[src/rtl/sport_pkg.sv]
// Shared constants and types for the serial port.
// Assumes a 32-bit bus and word registers selected by address bits 3:2.
package sport_pkg;
    localparam logic [1:0] WORD_TXD  = 2'd0;
    localparam logic [1:0] WORD_RXD  = 2'd1;
    localparam logic [1:0] WORD_STAT = 2'd2;

    localparam int STAT_TX_BUSY  = 0;
    localparam int STAT_RX_AVAIL = 1;

    typedef enum logic [2:0] {
        RX_IDLE,
        RX_START,
        RX_DATA,
        RX_STOP,
        RX_HUNT
    } rx_state_e;
endpackage

[src/rtl/sport_tx.sv]
// Transmit shifter: sends one 8N1 frame per start pulse, LSB first.
// Keeps its own bit-period counter so that every bit is exactly BIT_CLKS
// clocks long. Ignores start while a frame is in flight.
module sport_tx #(
    parameter int BIT_CLKS = 432
) (
    input  logic       clk,
    input  logic       rst_n,
    input  logic       start,
    input  logic [7:0] data,
    output logic       busy,
    output logic       txd
);
    localparam int CW = $clog2(BIT_CLKS);

    logic [CW-1:0] clk_cnt;
    logic [3:0]    bits_left;
    logic [8:0]    shreg;

    // Frame sequencing: load on start, shift one bit per period.
    always_ff @(posedge clk) begin
        if (!rst_n) begin
            busy      <= 1'b0;
            txd       <= 1'b1;
            shreg     <= '1;
            clk_cnt   <= '0;
            bits_left <= '0;
        end else if (start && !busy) begin
            busy      <= 1'b1;
            txd       <= 1'b0;
            shreg     <= {1'b1, data};
            clk_cnt   <= '0;
            bits_left <= 4'd9;
        end else if (busy) begin
            if (clk_cnt == CW'(BIT_CLKS - 1)) begin
                clk_cnt <= '0;
                if (bits_left == 4'd0) begin
                    busy <= 1'b0;
                    txd  <= 1'b1;
                end else begin
                    txd       <= shreg[0];
                    shreg     <= {1'b1, shreg[8:1]};
                    bits_left <= bits_left - 4'd1;
                end
            end else begin
                clk_cnt <= clk_cnt + CW'(1);
            end
        end
    end

    AST_TX_IDLE_MARK: assert property (@(posedge clk) disable iff (!rst_n)
        !busy |-> txd) else $error("idle line not high");

    AST_TX_START_BIT: assert property (@(posedge clk) disable iff (!rst_n)
        $rose(busy) |-> !txd) else $error("frame did not open with start bit");
endmodule

[src/rtl/sport_rx.sv]
// Receiver: two-flop synchronizer, 16x oversampling tick, mid-bit sampling.
// Emits a one-cycle byte_valid pulse for each frame with a good stop bit.
// After each frame (good or bad) it waits for mark before hunting a start.
// Assumes TICK_DIV >= 2.
module sport_rx
    import sport_pkg::*;
#(
    parameter int TICK_DIV = 27
) (
    input  logic       clk,
    input  logic       rst_n,
    input  logic       rxd,
    output logic       byte_valid,
    output logic [7:0] byte_data
);
    localparam int TW = $clog2(TICK_DIV);

    logic          rx_meta, rx_s;
    logic [TW-1:0] div_cnt;
    logic          tick;
    rx_state_e     state;
    logic [3:0]    sub_cnt;
    logic [2:0]    bit_idx;
    logic [7:0]    shreg;

    // Bring the asynchronous line into the clock domain.
    always_ff @(posedge clk) begin
        if (!rst_n) begin
            rx_meta <= 1'b1;
            rx_s    <= 1'b1;
        end else begin
            rx_meta <= rxd;
            rx_s    <= rx_meta;
        end
    end

    // Free-running oversampling tick generator.
    always_ff @(posedge clk) begin
        if (!rst_n)                          div_cnt <= '0;
        else if (div_cnt == TW'(TICK_DIV-1)) div_cnt <= '0;
        else                                 div_cnt <= div_cnt + TW'(1);
    end
    assign tick = (div_cnt == TW'(TICK_DIV - 1));

    // Frame recognition state machine.
    always_ff @(posedge clk) begin
        if (!rst_n) begin
            state      <= RX_HUNT;
            sub_cnt    <= '0;
            bit_idx    <= '0;
            shreg      <= '0;
            byte_valid <= 1'b0;
        end else begin
            byte_valid <= 1'b0;
            case (state)
                RX_HUNT: if (rx_s) state <= RX_IDLE;
                RX_IDLE: if (tick && !rx_s) begin
                    state   <= RX_START;
                    sub_cnt <= '0;
                end
                RX_START: if (tick) begin
                    if (sub_cnt == 4'd7) begin
                        sub_cnt <= '0;
                        bit_idx <= '0;
                        state   <= rx_s ? RX_IDLE : RX_DATA;
                    end else begin
                        sub_cnt <= sub_cnt + 4'd1;
                    end
                end
                RX_DATA: if (tick) begin
                    sub_cnt <= sub_cnt + 4'd1;
                    if (sub_cnt == 4'd15) begin
                        shreg <= {rx_s, shreg[7:1]};
                        if (bit_idx == 3'd7) state <= RX_STOP;
                        bit_idx <= bit_idx + 3'd1;
                    end
                end
                RX_STOP: if (tick) begin
                    sub_cnt <= sub_cnt + 4'd1;
                    if (sub_cnt == 4'd15) begin
                        byte_valid <= rx_s;
                        state      <= RX_HUNT;
                    end
                end
                default: state <= RX_HUNT;
            endcase
        end
    end
    assign byte_data = shreg;

    AST_RX_PULSE: assert property (@(posedge clk) disable iff (!rst_n)
        byte_valid |=> !byte_valid) else $error("byte strobe longer than a cycle");
endmodule

[src/rtl/sport_fifo.sv]
// Receive queue: DEPTH entries of W bits, first in first out.
// A push when full and a pop when empty are ignored. Any DEPTH >= 2.
module sport_fifo #(
    parameter int DEPTH = 4,
    parameter int W     = 8
) (
    input  logic         clk,
    input  logic         rst_n,
    input  logic         push,
    input  logic [W-1:0] wdata,
    input  logic         pop,
    output logic [W-1:0] head,
    output logic         empty,
    output logic         full
);
    localparam int AW   = $clog2(DEPTH);
    localparam int CNTW = $clog2(DEPTH + 1);

    logic [W-1:0]    mem [DEPTH];
    logic [AW-1:0]   wr_ptr, rd_ptr;
    logic [CNTW-1:0] count;
    logic            do_push, do_pop;

    assign empty   = (count == '0);
    assign full    = (count == CNTW'(DEPTH));
    assign do_push = push && !full;
    assign do_pop  = pop && !empty;
    assign head    = mem[rd_ptr];

    // Storage write.
    always_ff @(posedge clk) begin
        if (do_push) mem[wr_ptr] <= wdata;
    end

    // Pointer and occupancy bookkeeping with explicit wrap.
    always_ff @(posedge clk) begin
        if (!rst_n) begin
            wr_ptr <= '0;
            rd_ptr <= '0;
            count  <= '0;
        end else begin
            if (do_push) wr_ptr <= (wr_ptr == AW'(DEPTH-1)) ? '0 : wr_ptr + AW'(1);
            if (do_pop)  rd_ptr <= (rd_ptr == AW'(DEPTH-1)) ? '0 : rd_ptr + AW'(1);
            case ({do_push, do_pop})
                2'b10:   count <= count + CNTW'(1);
                2'b01:   count <= count - CNTW'(1);
                default: count <= count;
            endcase
        end
    end

    AST_FIFO_NO_OVERFLOW: assert property (@(posedge clk) disable iff (!rst_n)
        full && push && !pop |=> full) else $error("occupancy moved past depth");

    AST_FIFO_NO_UNDERFLOW: assert property (@(posedge clk) disable iff (!rst_n)
        empty && pop && !push |=> empty) else $error("pop from empty queue");
endmodule

[src/rtl/mmio_serial_port.sv]
// Memory-mapped serial port with transmit, receive and status words.
// Registered bus response: each accepted request gets bus_ready one cycle
// later. Decodes address bits 3:2 only. Assumes ADDR_W > 4.
module mmio_serial_port
    import sport_pkg::*;
#(
    parameter int CLK_HZ   = 50_000_000,
    parameter int BAUD     = 115_200,
    parameter int ADDR_W   = 12,
    parameter int RX_DEPTH = 4,
    parameter int TICK_DIV = CLK_HZ / (BAUD * 16)
) (
    input  logic              clk,
    input  logic              rst_n,
    input  logic              bus_valid,
    input  logic              bus_write,
    input  logic [ADDR_W-1:0] bus_addr,
    input  logic [31:0]       bus_wdata,
    output logic              bus_ready,
    output logic [31:0]       bus_rdata,
    output logic              txd,
    input  logic              rxd
);
    localparam int BIT_CLKS = TICK_DIV * 16;

    logic        rsp_q;
    logic [31:0] rdata_q;
    logic        accept;
    logic [1:0]  word;
    logic        tx_start, tx_busy;
    logic        rx_vld;
    logic [7:0]  rx_byte;
    logic        fifo_pop, fifo_empty, fifo_full;
    logic [7:0]  fifo_head;
    logic [31:0] rd_mux;
    logic        unused_bits;

    assign accept   = bus_valid && !rsp_q;
    assign word     = bus_addr[3:2];
    assign tx_start = accept && bus_write && (word == WORD_TXD);
    assign fifo_pop = accept && !bus_write && (word == WORD_RXD) && !fifo_empty;
    assign unused_bits = ^{bus_addr[ADDR_W-1:4], bus_addr[1:0], bus_wdata[31:8], fifo_full};

    // Read data selection for the addressed word.
    always_comb begin
        rd_mux = '0;
        if (!bus_write) begin
            case (word)
                WORD_RXD:  rd_mux[7:0] = fifo_empty ? 8'h00 : fifo_head;
                WORD_STAT: begin
                    rd_mux[STAT_TX_BUSY]  = tx_busy;
                    rd_mux[STAT_RX_AVAIL] = !fifo_empty;
                end
                default:   rd_mux = '0;
            endcase
        end
    end

    // Registered one-cycle bus response.
    always_ff @(posedge clk) begin
        if (!rst_n) begin
            rsp_q   <= 1'b0;
            rdata_q <= '0;
        end else begin
            rsp_q <= accept;
            if (accept) rdata_q <= rd_mux;
        end
    end
    assign bus_ready = rsp_q;
    assign bus_rdata = rdata_q;

    sport_tx #(.BIT_CLKS(BIT_CLKS)) u_tx (
        .clk(clk), .rst_n(rst_n), .start(tx_start), .data(bus_wdata[7:0]),
        .busy(tx_busy), .txd(txd)
    );

    sport_rx #(.TICK_DIV(TICK_DIV)) u_rx (
        .clk(clk), .rst_n(rst_n), .rxd(rxd),
        .byte_valid(rx_vld), .byte_data(rx_byte)
    );

    sport_fifo #(.DEPTH(RX_DEPTH), .W(8)) u_fifo (
        .clk(clk), .rst_n(rst_n), .push(rx_vld), .wdata(rx_byte),
        .pop(fifo_pop), .head(fifo_head), .empty(fifo_empty), .full(fifo_full)
    );

    AST_READY_PULSE: assert property (@(posedge clk) disable iff (!rst_n)
        bus_ready |=> !bus_ready) else $error("ready held two cycles");

    AST_READY_AFTER_REQ: assert property (@(posedge clk) disable iff (!rst_n)
        bus_ready |-> $past(bus_valid)) else $error("ready without request");

    AST_RDATA_NARROW: assert property (@(posedge clk) disable iff (!rst_n)
        bus_ready |-> (bus_rdata[31:8] == 24'h0)) else $error("read data wider than a byte");

    AST_TX_WRITE_BUSY: assert property (@(posedge clk) disable iff (!rst_n)
        tx_start && !tx_busy |=> tx_busy) else $error("store to idle transmitter did not start");
endmodule

[config.mk]
export PLATFORM = sky130hd
export DESIGN_NAME = mmio_serial_port
export DESIGN_NICKNAME = d
export VERILOG_FILES = /design/src/rtl/sport_pkg.sv /design/src/rtl/sport_tx.sv /design/src/rtl/sport_rx.sv /design/src/rtl/sport_fifo.sv /design/src/rtl/mmio_serial_port.sv
export SDC_FILE = /design/constraint.sdc
export NUM_CORES = 1
export LEC_CHECK = 0
export BUFFER_PORTS_ARGS = -buffer_cell sky130_fd_sc_hd__clkbuf_2
export CAP_MARGIN = 30
export CORE_ASPECT_RATIO = 1.2
export CORE_MARGIN = 4
export CORE_UTILIZATION = 50
export DETAILED_ROUTE_END_ITERATION = 16
export PLACE_DENSITY = 0.78
export SETUP_SLACK_MARGIN = 0.15
export SYNTH_ARGS = -nofsm -noshare
export SYNTH_HDL_FRONTEND = slang
export SYNTH_HIERARCHICAL = 1
export SYNTH_SLANG_ARGS = --single-unit
[constraint.sdc]
create_clock -name clk -period 3.2 [get_ports clk]
set_input_delay 0.64 -clock clk [delete_from_list [all_inputs] [get_ports clk]]
set_output_delay 0.64 -clock clk [all_outputs]
set_load 0.01 [all_outputs]
==> results of run 1 <==
## state kept, by name, indices dropped and copies added (netlist names), 3 cells and up, named ones only
register,flops
u_fifo/count,3
bus_rdata,8
u_rx/bit_idx,3
u_rx/sub_cnt,4
u_fifo/mem,32
u_tx/clk_cnt,9
u_tx/shreg,8
u_tx/bits_left,4
u_rx/div_cnt,5
u_rx/state,3
u_rx/byte_data,8
## power by group through the flow
| stage | Sequential [mW] | Clock (mW) | Combinational (mW) |
|---|---|---|---|
| global placement | 1.33 | 0 | 0.0796 |
| CTS | 1.31 | 0.737 | 0.0831 |
| finish | 1.31 | 0.711 | 0.0837 |
| floorplan | 1.33 | 0 | 0.0831 |
| global route | 1.31 | 0.782 | 0.0934 |
| detailed placement | 1.33 | 0 | 0.0827 |
## logic make-up after synthesis
logic type      synth area share, %
other cells                 0.08182
compound gates                9.664
fa+ha+maj                     4.805
xor+xnor                      2.867
simple gates                  18.92
mux                           5.023
flops                         50.23
buf+inv                       8.408
## worst max-delay path, delay by kind of cell
kind	cells	cell delay (ns)
buffers and inverters	4	0.32
XOR/XNOR	1	0.15
AO/OA/AOI/OAI	2	0.27
adder cells (fa/ha/maj)	3	0.73
AND/OR/NAND/NOR	3	0.64
## routing by layer
metal,vias up,part of all wire [%],track usage (%)
li1,1493,-,-
met5,-,0,0
met3,7,4.7,4.521
met1,1437,41,17.56
met4,0,1.3,5.882
met2,62,53,28.30
## Yosys cell counts, drive strengths merged (5+ instances only)
cell type  number  share of area (%)
a21oi           9               0.98
a22o            6                1.1
and2            8                1.1
and3            8                1.2
buf            39                6.4
clkbuf          7               0.57
dfxtp          67                 29
edfxtp         32                 21
ha             16                4.4
inv            18                1.5
mux2i           5                1.1
mux4            8                3.9
nand2          34                2.8
nand3          21                2.3
nand3b          7                1.1
nand4           7                1.3
nor2           33                2.7
o21ai          24                2.6
xnor2           9                1.7
xor2            6                1.1
## cell type report
cell class / count / area (sq um)
Tap cell: 120 / 150.1
Inverter: 18 / 67.56
Timing Repair Buffer: 25 / 127.6
Multi-Input combinational cell: 286 / 1982
Clock inverter: 6 / 41.29
Sequential cell: 99 / 2302
Fill cell: 773 / 4188
Clock buffer: 10 / 127.6
## worst paths after layout
check | startpoint | end | slack (ns) | depth (start not counted)
worst max-delay path | bus_addr[3] | u_fifo/count[2]$_SDFFE_PN0P_ | 0.73 | 13
worst min-delay path | u_rx/rx_meta$_SDFF_PN1_ | u_rx/rx_s$_SDFF_PN1_ | 0.42 | 1
worst max register to register | u_fifo/count[0]$_SDFFE_PN0P_ | u_fifo/count[2]$_SDFFE_PN0P_ | 0.79 | 11
worst min register to register | u_rx/rx_meta$_SDFF_PN1_ | u_rx/rx_s$_SDFF_PN1_ | 0.42 | 1
## cells in the final DEF (no fill, tap or decap), drive strengths merged, types with 4 or more instances in the layout
master / count
a211oi: 4
a21oi: 9
a221oi: 4
a22o: 6
and2: 8
and3: 8
clkbuf: 34
conb: 24
dfxtp: 67
edfxtp: 32
ha: 16
inv: 20
mux2i: 5
mux4: 8
nand2: 34
nand2b: 4
nand3: 21
nand3b: 7
nand4: 7
nor2: 33
nor2b: 4
nor3: 4
nor3b: 4
o21ai: 24
o41ai: 4
xnor2: 9
xor2: 6
## through the flow
step | area [sq um] | util, % | worst slack, ns
floorplan | 4669 | - | 0.6382
CTS | 4798 | 53.40 | 0.7304
finish | 4798 | 53.40 | 0.7289
detailed placement | 4629 | 51.52 | 0.3497
global route | 4798 | 53.40 | 0.5409
global placement | 4629 | 51.52 | 0.4103
==> run_results.csv, run 1 <==
group,metric,value,unit
placed_design,place_hpwl,5566,um
job,cap_violations,0,
clock_network,clock_tree.root_cell,"sky130_fd_sc_hd__clkbuf_8",
timing,finalSetupTns,0,ns
pwr,power.net_switching,0.4903,mW
pwr,vdd.ir_drop.worst,0.1922,mV
clock_network,clock_tree_from_tritoncts,"built",
run_status,outcome,"finished, final reports clean",
placed_design,place.gp.congestion,0.8017,
floorplan,starting_density_of_the_core,51.00,%
critical_path,crit_chain,"clkbuf_2 -> inv_1 -> ha_1 -> nor3b_2 -> and2_2 -> o31ai_1 -> inv_1 -> ha_1 -> inv_1 -> fa_1 -> xor2_1 -> or3_1 -> a21boi_0",
timing,report.final.hold_viol_count,0,
timing,worstMarginPinSlew,0.7047,ns
synth,commonest_register_cell_after_synthesis,"sky130_fd_sc_hd__dfxtp_1",
final_layout,post_layout_nonfiller_instances,564,
synth,async_reset_ff_share,0,%
global_route,maximum_number_of_pins_on_one_net_before_global_route_repair,37,
detailed_routing,drc,0,
floorplan,floorplan.rows,38,
placed_design,port-buffer-count,24,
detailed_routing,drt_iter0_markers,161,
clock_network,cts_setup_buffers,0,
detailed_routing,final_antenna_net_count,0,
timing,finClkSkew,0.01657,ns
clock_network,cts_sinks,99,
synth,synth.yosys.warnings,6,
global_route,grt_pass1_wl,13400,um
final_layout,design.final.nets,505,
detailed_routing,detail_route.vias_per_cell,5.317,
synth,synth_edf_count,32,
critical_path,critical-path-max-stage-delay,0.37,ns
floorplan,fp.dieArea,10770,sq um
critical_path,critPathKind,"input port to flop",
timing,min_cycle_time_layout,2.471,ns
timing,slew_violations,0,
final_layout,synthesis_to_layout_area_growth,4.696,%
critical_path,crit_path_max_fanout,5,
pwr,powerDensity,437.6,nW/um^2
timing,maxClockFrequency,0.4047,GHz
floorplan,design.core.area,8986,sq um
pwr,internal-power,1.610,mW
clock_network,clock_network_latency_to_the_later_pin_of_the_worst_skew_pair,0.37,ns
synth,ys_seq_area_share,50.23,%
pwr,p_total,2.100,mW
clock_network,clock_buffers_created_by_tritoncts,9,
critical_path,cp_data_arrival_time,2.76,ns
global_route,grt_antenna_before_repair,0,
floorplan,io_pins,83,
pwr,leakage_power_total,1.775,nW
global_route,global_route.overflow_total,0,
pwr,seq_power_share,62.2,%
timing,period_share,77.22,%
final_layout,drive_gt1_share,14.86,%
critical_path,cp-end-kind,"flop",
global_route,vias_in_the_first_global_route,2951,
detailed_routing,wl,7857,um
critical_path,library_cell_contributing_the_largest_single_delay_on_the_critical_path,"sky130_fd_sc_hd__fa_1",
pwr,comb_power_share,4.0,%
clock_network,cts_hold_repair.buffers,0,
floorplan,die_x,95.40,um
clock_network,cts.reportedPaths.clkPinSlew,0.10,ns
synth,synth.distinct_cells,61,
timing,unrepaired_setup_endpoints_after_global_routing,"false",
synth,syn_avg_cell_area,10.76,sq um
pwr,p_clk_share,33.9,%
critical_path,worst_setup_path_start_kind,"input port",
detailed_routing,drt_pass1_iterations,4,
synth,syn-instance-count,426,
timing,finalHoldWorstSlack,0.4204,ns
detailed_routing,vias,2999,
synth,synth_area,4583,sq um
final_layout,antennaDiodeCount,0,
clock_network,clk_path_buf_depth,2,
critical_path,critical-path-top-cell-by-count,"sky130_fd_sc_hd__inv_1",
detailed_routing,detail_routed_net_length_per_standard_cell,13.93,um
pwr,fraction_of_power_spent_switching_nets,23.35,%
timing,setup_viol,0,
min_path,hold_path.class,"flop to flop",
timing,maxSlewHeadroom,52.92,%
critical_path,crit_required,3.49,ns
floorplan,height_of_the_chip,112.9,um
clock_network,htree_num_levels,3,
synth,synth-seq-cells,99,
placed_design,place_inst,548,
clock_network,cts.repair.resized,0,
global_route,grt_util_all_layers,15.83,%
No activity file was read; power rests on OpenSTA's default activity.
==> run 2, diff against run 1 <==
- ABC_AREA: unset -> 1
- PLACE_DENSITY: 0.78 -> 0.8
- clock period: 3.2 -> 2.1 ns (I/O delays scaled with it)
==> run 2 against run 1 <==
Effect of this change: non-clock buffer count is 14 higher; highest routed layer unchanged; combinational power increased to 4.4 times the previous value; global-route usage grew 0.26 points; routed wire length rose by 4.6%; utilization grew 3.2 points; synthesized area rose by 1.4%; first-iteration DRC count is 12% higher; clock power grew 80%; sequential share of layout area shrank 3.1 points; register-to-register slack worse by 0.54 ns; clock skew shrank 0.0054 ns; sequential power up 56%.
==> run_results.csv, run 2 <==
group,metric,value,unit
final_layout,antennaDiodeCount,0,
global_route,grt_pass1_wl,13780,um
synth,synth_area,4649,sq um
final_layout,area_of_the_multi_input_gates,1984,sq um
clock_network,cts_sinks,99,
min_path,hold_path.class,"input port to flop",
min_path,hold_start,"rxd",
clock_network,clk_path_buf_depth,2,
detailed_routing,detail_routed_net_length_per_standard_cell,11.34,um
final_layout,registers.top_by_ff_count,"u_fifo/mem",
timing,period_share,87.97,%
timing,maxClockFrequency,0.5413,GHz
detailed_routing,detail_route.vias_per_cell,4.868,
final_layout,largest_register_ffs,32,
clock_network,cts.reportedPaths.clkPinSlew,0.10,ns
timing,report.final.hold_viol_count,0,
clock_network,clock_buffers_created_by_tritoncts,9,
min_path,timing.hold.worst_path_depth,2,
floorplan,io_pins,83,
floorplan,die_x,96.03,um
critical_path,cp-end-kind,"flop",
clock_network,clock_tree.root_cell,"sky130_fd_sc_hd__clkbuf_8",
final_layout,design.final.nets,666,
placed_design,port-buffer-count,24,
final_layout,commonest_non_fill_non_tap_cells_in_the_layout,"sky130_fd_sc_hd__nand2_1 (108), sky130_fd_sc_hd__nor2_1 (79), sky130_fd_sc_hd__dfxtp_1 (64), sky130_fd_sc_hd__inv_1 (46), sky130_fd_sc_hd__nand3_1 (34)",
min_path,min_delay_worst_endpoint,"u_rx/rx_meta$_SDFF_PN1_",
detailed_routing,drt_iter0_markers,181,
critical_path,r2r-start,"bus_ready$_SDFF_PN0_",
floorplan,floorplan.rows,38,
floorplan,starting_density_of_the_core,51.20,%
timing,setup_viol,0,
critical_path,worst-r2r-cell-count,14,
detailed_routing,vias,3529,
final_layout,drive_gt1_share,19.50,%
detailed_routing,wl,8221,um
timing,finClkSkew,0.01115,ns
floorplan,fp.dieArea,10910,sq um
pwr,vdd.ir_drop.worst,0.4312,mV
clock_network,clock_network_latency_to_the_later_pin_of_the_worst_skew_pair,0.36,ns
global_route,vias_in_the_first_global_route,3273,
critical_path,worst_setup_path_start_kind,"flop",
critical_path,crit_required,2.37,ns
detailed_routing,drc,0,
global_route,grt_antenna_before_repair,0,
floorplan,design.core.area,9081,sq um
run_status,outcome,"finished, final reports clean",
global_route,global_route.overflow_total,0,
synth,syn-instance-count,559,
final_layout,biggest_registers_after_layout,"u_fifo/mem: 32 flops, u_tx/clk_cnt: 9 flops",
critical_path,cp_data_arrival_time,2.12,ns
final_layout,regArea,2306,sq um
timing,slew_violations,0,
critical_path,setup.reg_to_reg.worst_slack,0.25,ns
timing,unrepaired_setup_endpoints_after_global_routing,"false",
final_layout,fillers,765,
final_layout,synthesis_to_layout_area_growth,10.52,%
global_route,grt_util_all_layers,16.09,%
timing,finalHoldWorstSlack,0.2324,ns
critical_path,worst_reg2reg_endpoint,"u_fifo/count[2]$_SDFFE_PN0P_",
final_layout,mostFrequentLayoutCell,"sky130_fd_sc_hd__nand2_1",
floorplan,height_of_the_chip,113.6,um
placed_design,place.gp.congestion,0.8258,
timing,min_cycle_time_layout,1.847,ns
job,cap_violations,0,
synth,synth.yosys.warnings,6,
synth,syn_avg_cell_area,8.317,sq um
clock_network,htree_num_levels,3,
global_route,maximum_number_of_pins_on_one_net_before_global_route_repair,19,
critical_path,crit_path_max_fanout,3,
pwr,leakage_power_total,2.185,nW
placed_design,place_hpwl,5785,um
critical_path,critPathKind,"flop to flop",
pwr,powerDensity,718.0,nW/um^2
detailed_routing,drt_pass1_iterations,4,
pwr,p_total,3.689,mW
detailed_routing,final_antenna_net_count,0,
clock_network,clock_tree_from_tritoncts,"built",
==> run 2: area by class of cell <==
| cell class | instances | area share [%] |
|---|---|---|
| flip-flops and latches | 99 | 44.87 |
| multi-input cells | 385 | 38.62 |
| inverters | 66 | 4.870 |
| repair buffers | 39 | 4.529 |
| well taps | 120 | 2.922 |
| clock buffers | 10 | 2.678 |
| clock inverters | 6 | 1.510 |
==> run 2: worst max-delay path: stages, from the launching register on <==
cell,delay [ns]
sky130_fd_sc_hd__dfxtp_2,0.34
sky130_fd_sc_hd__inv_2,0.08
sky130_fd_sc_hd__nand3_4,0.09
sky130_fd_sc_hd__nor3_4,0.23
sky130_fd_sc_hd__nand2_2,0.10
sky130_fd_sc_hd__inv_2,0.07
sky130_fd_sc_hd__ha_4,0.13
sky130_fd_sc_hd__inv_2,0.05
sky130_fd_sc_hd__fa_2,0.38
sky130_fd_sc_hd__inv_2,0.06
sky130_fd_sc_hd__nand2_2,0.05
sky130_fd_sc_hd__nand3_1,0.06
sky130_fd_sc_hd__nand2_1,0.05
sky130_fd_sc_hd__inv_1,0.04
sky130_fd_sc_hd__nor2_1,0.03
==> run 2: report_power, final <==
part           switching (mW)  internal (mW)
registers              0.0404           2.00
logic                   0.246          0.121
clock network           0.678          0.606
==> run 2: worst max-delay path by stage <==
stage	startpoint	endpoint	cells after the start
finish	bus_ready$_SDFF_PN0_	u_fifo/count[2]$_SDFFE_PN0P_	14
global route	bus_ready$_SDFF_PN0_	u_fifo/count[2]$_SDFFE_PN0P_	14
CTS	u_fifo/count[1]$_SDFFE_PN0P_	u_fifo/count[2]$_SDFFE_PN0P_	14
detailed placement	bus_addr[3]	u_fifo/count[2]$_SDFFE_PN0P_	15
global placement	bus_write	u_fifo/count[2]$_SDFFE_PN0P_	15
floorplan	bus_addr[3]	u_fifo/count[2]$_SDFFE_PN0P_	15
==> run 2: timing repair <==
item | 4_1_cts | 5_1_grt
resized for setup | 3 | 12
hold buffers | 0 | 0
setup endpoints to repair | 1 | 2
setup buffers | 1 | 2
pin swaps | 1 | 7
==> run 2: layer usage <==
| metal | track usage (%) | vias up | wire (um) |
|---|---|---|---|
| met5 | 0 | - | 0 |
| met4 | 7.400 | 0 | 123 |
| met3 | 4.222 | 9 | 368 |
| met2 | 28.79 | 71 | 4269 |
| met1 | 17.32 | 1617 | 3458 |
| li1 | - | 1832 | - |
==> run 2: per-stage QoR <==
stage                     instance area, sq um  TNS [ns]  utilization (%)  instances  worst slack, ns
after floorplan                           4752         0                -        582           0.1860
after global placement                    4862         0            53.54        706          0.02066
after detailed placement                  4862  -0.03292            53.54        706         -0.03292
after CTS                                 5092         0            56.08        723           0.1502
after global routing                      5139         0            56.59        725           0.1397
final                                     5139         0            56.59        725           0.2525
